--- config.mk ---
export PLATFORM = sky130hd
export DESIGN_NAME = tmr_clk_gate_core
export DESIGN_NICKNAME = d
export VERILOG_FILES = /design/src/rtl/tcg_pkg.sv /design/src/rtl/tcg_rst_sync.sv /design/src/rtl/tcg_evt_decode.sv /design/src/rtl/tcg_latch_ctl.sv /design/src/rtl/tcg_counter.sv /design/src/rtl/tmr_clk_gate_core.sv
export SDC_FILE = /design/constraint.sdc
export NUM_CORES = 1
export LEC_CHECK = 0
export ABC_AREA = 1
export BUFFER_PORTS_ARGS = -buffer_cell sky130_fd_sc_hd__buf_2
export CAP_MARGIN = 0
export CELL_PAD_IN_SITES_DETAIL_PLACEMENT = 2
export CELL_PAD_IN_SITES_GLOBAL_PLACEMENT = 2
export CORE_ASPECT_RATIO = 1.4
export CORE_MARGIN = 4
export CORE_UTILIZATION = 29
export DETAILED_ROUTE_END_ITERATION = 10
export GPL_ROUTABILITY_DRIVEN = 0
export GPL_TIMING_DRIVEN = 0
export PLACE_DENSITY_LB_ADDON = 0.05
export SYNTH_ARGS = -nofsm -noshare
export SYNTH_HDL_FRONTEND = slang
export SYNTH_SLANG_ARGS = --single-unit
--- constraint.sdc ---
create_clock -name clk_i -period 1.15 [get_ports clk_i]
set_input_delay 0 -clock clk_i [delete_from_list [all_inputs] [get_ports clk_i]]
set_output_delay 0 -clock clk_i [all_outputs]
set_load 0.02 [all_outputs]
--- src/rtl/tcg_pkg.sv ---
package tcg_pkg;

  typedef enum logic {
    TCG_CAPTURE  = 1'b0,
    TCG_WAVEFORM = 1'b1
  } tcg_mode_e;

  typedef struct packed {
    logic dis_on_ldb;
    logic dis_on_cmp;
    logic stop_on_ldb;
    logic stop_on_cmp;
  } tcg_cfg_t;

  typedef struct packed {
    logic trig;
    logic dis;
    logic stop;
  } tcg_evt_t;

endpackage

--- src/rtl/tcg_rst_sync.sv ---
module tcg_rst_sync #(
  parameter int STAGES = 2
) (
  input  logic clk_i,
  input  logic rst_ni,
  output logic rst_sync_no
);
  logic [STAGES-1:0] sh_q;

  always_ff @(posedge clk_i or negedge rst_ni) begin
    if (!rst_ni) sh_q <= '0;
    else         sh_q <= {sh_q[STAGES-2:0], 1'b1};
  end

  assign rst_sync_no = sh_q[STAGES-1];
endmodule

--- src/rtl/tcg_evt_decode.sv ---
module tcg_evt_decode
  import tcg_pkg::*;
#(
  parameter int N_TRIG = 4
) (
  input  logic [N_TRIG-1:0] trig_vec_i,
  input  tcg_mode_e         mode_i,
  input  logic              ldb_evt_i,
  input  logic              cmp_evt_i,
  input  tcg_cfg_t          cfg_i,
  output tcg_evt_t          evt_o
);
  always_comb begin
    evt_o.trig = |trig_vec_i;
    evt_o.dis  = 1'b0;
    evt_o.stop = 1'b0;
    unique case (mode_i)
      TCG_CAPTURE: begin
        evt_o.dis  = ldb_evt_i & cfg_i.dis_on_ldb;
        evt_o.stop = ldb_evt_i & cfg_i.stop_on_ldb;
      end
      TCG_WAVEFORM: begin
        evt_o.dis  = cmp_evt_i & cfg_i.dis_on_cmp;
        evt_o.stop = cmp_evt_i & cfg_i.stop_on_cmp;
      end
      default: ;
    endcase
  end
endmodule

--- src/rtl/tcg_latch_ctl.sv ---
module tcg_latch_ctl
  import tcg_pkg::*;
(
  input  logic     clk_i,
  input  logic     rst_ni,
  input  logic     cmd_en_i,
  input  logic     cmd_dis_i,
  input  tcg_evt_t evt_i,
  output logic     en_o,
  output logic     run_o
);
  logic en_q, en_d, run_q, run_d;
  logic en_we, run_we;

  always_comb begin
    en_d  = en_q;
    en_we = 1'b0;
    if (cmd_dis_i || evt_i.dis) begin
      en_d  = 1'b0;
      en_we = 1'b1;
    end else if (cmd_en_i) begin
      en_d  = 1'b1;
      en_we = 1'b1;
    end
  end

  always_comb begin
    run_d  = run_q;
    run_we = 1'b0;
    if (!en_d) begin
      run_d  = 1'b0;
      run_we = 1'b1;
    end else if (en_q) begin
      if (evt_i.trig) begin
        run_d  = 1'b1;
        run_we = 1'b1;
      end else if (evt_i.stop) begin
        run_d  = 1'b0;
        run_we = 1'b1;
      end
    end
  end

  always_ff @(posedge clk_i or negedge rst_ni) begin
    if (!rst_ni) begin
      en_q  <= 1'b0;
      run_q <= 1'b0;
    end else begin
      if (en_we)  en_q  <= en_d;
      if (run_we) run_q <= run_d;
    end
  end

  assign en_o  = en_q;
  assign run_o = run_q;

  p_dis_wins_r2: assert property (@(posedge clk_i) disable iff (!rst_ni)
    cmd_dis_i |=> !en_q);
  p_en_sets_r2: assert property (@(posedge clk_i) disable iff (!rst_ni)
    (cmd_en_i && !cmd_dis_i && !evt_i.dis) |=> en_q);
  p_run_needs_en_r6: assert property (@(posedge clk_i) disable iff (!rst_ni)
    run_q |-> en_q);
  p_disabled_no_start_r6: assert property (@(posedge clk_i) disable iff (!rst_ni)
    (!en_q && !run_q) |=> !run_q);
  p_trig_beats_stop_r9: assert property (@(posedge clk_i) disable iff (!rst_ni)
    (en_q && evt_i.trig && !evt_i.dis && !cmd_dis_i) |=> run_q);
  p_stop_clears_r7: assert property (@(posedge clk_i) disable iff (!rst_ni)
    (evt_i.stop && !evt_i.trig) |=> !run_q);
endmodule

--- src/rtl/tcg_counter.sv ---
module tcg_counter #(
  parameter int CNT_W = 16
) (
  input  logic             clk_i,
  input  logic             rst_ni,
  input  logic             clr_i,
  input  logic             adv_i,
  output logic [CNT_W-1:0] cnt_o
);
  localparam logic [CNT_W-1:0] ONE = CNT_W'(1);

  logic [CNT_W-1:0] cnt_q, cnt_d;
  logic             cnt_we;

  always_comb begin
    cnt_d  = cnt_q;
    cnt_we = 1'b0;
    if (clr_i) begin
      cnt_d  = '0;
      cnt_we = 1'b1;
    end else if (adv_i) begin
      cnt_d  = cnt_q + ONE;
      cnt_we = 1'b1;
    end
  end

  always_ff @(posedge clk_i or negedge rst_ni) begin
    if (!rst_ni)     cnt_q <= '0;
    else if (cnt_we) cnt_q <= cnt_d;
  end

  assign cnt_o = cnt_q;

  p_trig_zero_r5: assert property (@(posedge clk_i) disable iff (!rst_ni)
    clr_i |=> (cnt_q == '0));
  p_step_one_r8: assert property (@(posedge clk_i) disable iff (!rst_ni)
    (!clr_i && adv_i) |=> (cnt_q == $past(cnt_q) + ONE));
  p_hold_r8: assert property (@(posedge clk_i) disable iff (!rst_ni)
    (!clr_i && !adv_i) |=> $stable(cnt_q));
endmodule

--- src/rtl/tmr_clk_gate_core.sv ---
module tmr_clk_gate_core
  import tcg_pkg::*;
#(
  parameter int CNT_W      = 16,
  parameter int RST_STAGES = 2
) (
  input  logic             clk_i,
  input  logic             rst_ni,
  input  logic             tick_i,
  input  logic             cmd_en_i,
  input  logic             cmd_dis_i,
  input  logic             trig_sw_i,
  input  logic             trig_sync_i,
  input  logic             trig_ext_i,
  input  logic             trig_cmp_i,
  input  logic             wave_mode_i,
  input  logic             ldb_evt_i,
  input  logic             cmp_evt_i,
  input  logic             cfg_dis_on_ldb_i,
  input  logic             cfg_dis_on_cmp_i,
  input  logic             cfg_stop_on_ldb_i,
  input  logic             cfg_stop_on_cmp_i,
  output logic [CNT_W-1:0] count_o,
  output logic             clk_enabled_o
);
  localparam int N_TRIG = 4;

  logic              rst_n;
  logic [N_TRIG-1:0] trig_vec;
  tcg_cfg_t          cfg;
  tcg_mode_e         mode;
  tcg_evt_t          evt;
  logic              en, run;

  assign trig_vec = {trig_cmp_i, trig_ext_i, trig_sync_i, trig_sw_i};
  assign cfg      = '{dis_on_ldb: cfg_dis_on_ldb_i, dis_on_cmp: cfg_dis_on_cmp_i,
                      stop_on_ldb: cfg_stop_on_ldb_i, stop_on_cmp: cfg_stop_on_cmp_i};
  assign mode     = tcg_mode_e'(wave_mode_i);

  tcg_rst_sync #(.STAGES(RST_STAGES)) u_rst (
    .clk_i(clk_i), .rst_ni(rst_ni), .rst_sync_no(rst_n));

  tcg_evt_decode #(.N_TRIG(N_TRIG)) u_dec (
    .trig_vec_i(trig_vec), .mode_i(mode), .ldb_evt_i(ldb_evt_i),
    .cmp_evt_i(cmp_evt_i), .cfg_i(cfg), .evt_o(evt));

  tcg_latch_ctl u_lat (
    .clk_i(clk_i), .rst_ni(rst_n), .cmd_en_i(cmd_en_i), .cmd_dis_i(cmd_dis_i),
    .evt_i(evt), .en_o(en), .run_o(run));

  tcg_counter #(.CNT_W(CNT_W)) u_cnt (
    .clk_i(clk_i), .rst_ni(rst_n), .clr_i(evt.trig),
    .adv_i(tick_i & en & run), .cnt_o(count_o));

  assign clk_enabled_o = en;

  p_cap_ldb_dis_r3: assert property (@(posedge clk_i) disable iff (!rst_n)
    (!wave_mode_i && ldb_evt_i && cfg_dis_on_ldb_i) |=> !clk_enabled_o);
  p_wave_ldb_ignored_r3: assert property (@(posedge clk_i) disable iff (!rst_n)
    (wave_mode_i && !cmp_evt_i && !cmd_dis_i && !cmd_en_i && clk_enabled_o) |=> clk_enabled_o);
  p_wave_cmp_dis_r4: assert property (@(posedge clk_i) disable iff (!rst_n)
    (wave_mode_i && cmp_evt_i && cfg_dis_on_cmp_i) |=> !clk_enabled_o);
  p_cap_cmp_ignored_r4: assert property (@(posedge clk_i) disable iff (!rst_n)
    (!wave_mode_i && !ldb_evt_i && !cmd_dis_i && clk_enabled_o) |=> clk_enabled_o);
  p_reset_state_r1: assert property (@(posedge clk_i)
    !rst_n |-> (count_o == '0 && !clk_enabled_o));
endmodule

After elaboration in Yosys (flattened, before gate mapping) --
Cells that the tools add are included.
Cells by class: $add $sub $neg 1, equal/unequal tests 2, multiplexer cells 17, bitwise gates (word level) 7, reduce and logical (&&, ||, !) cells 5
Operators by type and width (number):
- $mux W16 | 2
- $add A16 B1 Y16 const B | 1
- $mux W1 | 14
- $and A1 B1 Y1 | 6
- $pmux W2 S2 | 1
- $reduce_or A4 Y1 | 1
- $ne A3 B2 Y1 const B | 1
- $reduce_and A3 Y1 | 1
- $ne A2 B1 Y1 const B | 1
- $reduce_and A2 Y1 | 1
- $reduce_bool A2 Y1 | 1
- $logic_or A1 B1 Y1 | 1
- $not A1 Y1 | 1
Word-level totals: register bits 20, output and inout bits 17, logic and storage cells 36

Depth between registers and ports, before layout --
word-level depth 7, mapped depth 9, depth with buffers taken out 9

By module --
From an unflattened synthesis, not the netlist that was laid out.
Second synthesis, totals: cells, all modules 144, area total of the unflattened synthesis 1099.8 um^2
By module, submodules not included:
- tcg_counter | instances 1, cells each 115, area an instance 895.9 um^2, sequential area each 400.4 um^2
- tcg_latch_ctl | instances 1, cells each 13, area an instance 93.8 um^2, sequential area each 50.0 um^2
- tcg_rst_sync | instances 1, cells each 3, area an instance 53.8 um^2, sequential area each 50.0 um^2
- tcg_evt_decode | instances 1, cells each 10, area an instance 42.5 um^2, sequential area each 0.0 um^2
- tmr_clk_gate_core | instances 1, cells each 3, area an instance 13.8 um^2, sequential area each 0.0 um^2

Worst setup path after synthesis --
OpenSTA, ideal clock, no wires.
kind reg2reg, start register u_cnt.cnt_q[1], in the netlist u_cnt.cnt_o[1], end register u_cnt.cnt_q[8], in the netlist u_cnt.cnt_o[8], arrival 1219 ps, data required time 1027 ps, path slack -191 ps, cell stages (with the launch flop) 7, path buffers 0, cell sequence dfrtp_1 > ha_1 > nand2_1 > nor2_1 > nand2_1 > nor3b_1 > nor2_1
On the way: word-level cells in the longest chain between the ends 3
Ends and longest elaborated chain:
- start: declaration | line tcg_counter.sv:12 | logic [CNT_W-1:0] cnt_q, cnt_d;
- start signal: assignment | line tcg_counter.sv:29 | else if (cnt_we) cnt_q <= cnt_d;
- $add A16 B1 Y16 | line tcg_counter.sv:22 | cnt_d = cnt_q + ONE;
- $mux W16 | line tcg_counter.sv:21 | end else if (adv_i) begin
- $mux W16 | line tcg_counter.sv:18 | if (clr_i) begin
No other way between the ends. The select of a mux whose other input is x is not followed. A chain may end at the register's enable or synchronous reset.

Worst setup path in the final report --
start register u_cnt.cnt_q[1], in the netlist u_cnt.cnt_o[1], end register u_cnt.cnt_q[13], in the netlist u_cnt.cnt_o[13]
The elaborated chain is that of the path after synthesis.

==> flow_summary.ini <==
[clock_network]
cts_buffers = 3
clock_sinks = 20
insertion_delay_ns = 0.27
cts_max_path_buffers = 2
clkTransAtPathRegs_ns = 0.08
cts_root_buf = clkbuf_8
h-tree-depth = 1
tritoncts = built

[floorplanning]
ios = 33
num_rows = 26
dieArea_mm2 = 0.00484
initial_core_util_pct = 30.1
die-width_um = 60.0
fp.dieH_um = 80.7
core-area_mm2 = 0.00364

[route]
vias = 1193
first_pass_iters = 4
ant_nets = 0
wl_per_cell_um = 16.6
drt_wl_total_um = 4050
remaining_drc_errors = 0
drt_iter0_drc = 16
post_drt_via_cell_ratio = 4.89

[setup_path]
cp-end-kind = flip-flop
r2r_setup_slack_ns = -0.20
worstPathCellList = nand3_2 > nor2_1 > nand2_1 > nor3_1 > nor2_1
worstPathArrival_ns = 1.50
critPathTopFamily = simple AND/OR/NAND/NOR gates
crit_start = u_cnt.cnt_o[1]
r2r.worst_path.cells = 5
cp_common_cell = nor2_1
crit_path_max_incr_delay_ns = 0.42
critPathCapture = u_cnt.cnt_o[13]
worst-path-stages = 5
worstReg2RegEnd = u_cnt.cnt_o[13]
cp_slowest_cell = dfrtp_2
worstPathRequired_ns = 1.30
critPathBufInv = 0
startpoint_type = flip-flop
cp_max_fo = 4
timing.rr.start = u_cnt.cnt_o[1]
path_class = flip-flop to flip-flop

[sta]
fmax_ghz = 0.741
slew_violations = 0
timing.final.hold_violations = 0
max-slew-margin-rel_pct = 45.6
worst_pin_slew_ns = 0.816
period_needed_ns = 1.35
hold_slack_ns = 0.00188
clock_skew_ns = 0.00541
setup_violations = 12
rsz0062_at_grt = true
fin_crit_sh_pct = 117
timing.final.ws_setup_ns = -0.199
setup_tns_ns = -1.04

[power]
ir_drop_v = 0.000505
combPwrFrac_pct = 5.8
seqPwrFrac_pct = 53.0
clkPwrFrac_pct = 41.1
power_mw = 1.37
internal-power_mw = 1.05
power.switching_uw = 320
leakage_nw = 0.756
p_per_area_mw_per_mm2 = 852
swShare_pct = 23.3

[status]
status = complete, but fails checks
failed_checks = negative setup slack

[synthesis]
synth_xor_area_share_pct = 0
yosysTopAreaCellShare_pct = 45.7
synth_simple_gate_area_share_pct = 35.6
synth.area.top_cells = dfrtp_1 46%, nand2_1 13%, nor2_1 9.2%, inv_1 7.9%, nand3_1 5.0%
muxShareOfSynthArea_pct = 0
avgSynthCellArea_um2 = 7.12
synth_top_area_cell = dfrtp_1
yosysSeqAreaShare_pct = 45.7
synth_compound_area_share_pct = 7.76
synth_area_mm2 = 0.00110
yosys.area_share.adder_pct = 1.14
yosys_register_bits = 20
synth_fp_nets = 171
synth_cell_types = 19
ys_warn_count = 0
syn_inst = 154
synth_top_family_by_area = simple AND/OR/NAND/NOR gates

[job]
cap_violations = 0

[placement]
portBuffers = 32
placed_area_mm2 = 0.00134
dp_hpwl_um = 2790

[grt]
antenna_found_initial = 0
grtUsageTotal_pct = 18.2
grt.overflow.total = 0
grt_max_degree = 19
grt_pass1_vias = 1385
grt_pass1_wl_um = 6530

[cells_and_area]
fillers = 455
insertedDiodeCount = 0
area.growth.synth_to_final_pct = 47.3
multiInputGateArea_um2 = 627
layout-drive-gt1-share_pct = 44.6
design_area_mm2 = 0.00161
nNetsFinal = 220
seq_area_um2 = 510

[hold_path]
hold_class = primary input to flip-flop
-- Yosys cell counts, drive strengths merged --
| cell type | count |
|---|---|
| nand2 | 40 |
| nor2 | 30 |
| inv | 24 |
| dfrtp | 20 |
| nand3 | 12 |
| a21oi | 9 |
| o21ai | 8 |
| nor3 | 5 |
| nand4 | 2 |
| clkbuf | 1 |
| conb | 1 |
| ha | 1 |
| nor3b | 1 |
-- per-stage QoR --
step | cells | worst slack [ns] | util (%)
floorplan | 154 | -0.0620 | -
global placement | 228 | -0.187 | 36.7
detailed placement | 228 | -0.229 | 36.7
CTS | 236 | -0.163 | 40.4
global route | 244 | -0.331 | 44.3
finish | 244 | -0.199 | 44.3
-- power groups by stage --
stage / registers [mW] / clock network [mW] / logic [mW]
floorplan: 0.741 / 0 / 0.0254
global route: 0.733 / 0.636 / 0.0905
CTS: 0.732 / 0.586 / 0.0730
global placement: 0.744 / 0 / 0.0639
detailed placement: 0.745 / 0 / 0.0685
finish: 0.729 / 0.565 / 0.0801
-- state kept, by name, indices dropped and copies added (netlist names) --
register and cells:
u_cnt.cnt_o 16, u_rst.sh_q 2, u_lat.en_o 1, u_lat.run_o 1
-- worst min-delay path by stage --
stage | from | endpoint | slack, ns | cells after the start
after floorplan | rst_ni | u_rst.sh_q[0] | -0.30 | 0
after global placement | rst_ni | u_rst.sh_q[0] | -0.22 | 1
after detailed placement | rst_ni | u_rst.sh_q[1] | -0.21 | 1
after CTS | cmd_dis_i | u_lat.en_o | 0.01 | 4
after global routing | cmd_dis_i | u_lat.en_o | 0.02 | 4
final | cmd_dis_i | u_lat.en_o | 0.002 | 4
-- worst reg2reg max path, stage by stage, from the launching register on --
cell,delay [ns]
dfrtp_2,0.42
nand3_2,0.20
nor2_1,0.17
nand2_1,0.10
nor3_1,0.23
nor2_1,0.10
-- layout by cell type (no fill, tap or decap), drive strengths merged, types with 2 or more instances in the layout --
cell | netlist | final
nand2 | 40 | 40
dfrtp | 20 | 20
buf | 0 | 43
a21oi | 9 | 9
nand3 | 12 | 12
nand4 | 2 | 2
clkbuf | 1 | 5
inv | 24 | 24
o21ai | 8 | 8
nor2 | 30 | 30
nor3 | 5 | 5
-- area by class of cell --
class / count / share of cell area (%)
flip-flops and latches: 20 / 31.6
multi-input cells: 109 / 38.8
repair buffers: 44 / 16.1
clock buffers: 4 / 3.41
inverters: 24 / 5.89
well taps: 42 / 3.26
plain buffers: 1 / 0.853
-- per-layer routing --
metal  routed length, µm  GRT usage, %  share of wire [%]  up-vias
met2                2310          34.3                 57       25
met3                 121          2.54                3.0        5
met4                  73          7.98                1.8        0
li1                    -             -                  -      575
met1                1540          19.1                 38      588
met5                   0             0                  0        -
-- repair_timing --
item                                    in CTS  in global routing
hold endpoints to repair                     2                  0
pin swaps                                    7                 15
buffers inserted                             3                  8
cloned                                       0                  0
hold buffers                                 1                  0
endpoints found under the setup margin      15                 15
gates resized for setup                     13                 28
-- kinds of logic (layout without fill, tap and decap cells) --
logic type               count (synthesis)  in the layout
other                                    1              1
flip-flops                              20             20
AND/OR/NAND/NOR                         90             90
adder cells (fa/ha/maj)                  1              1
buffers and inverters                   25             73
AO/OA/AOI/OAI                           17             17
Power figures use the tool's default switching activity.
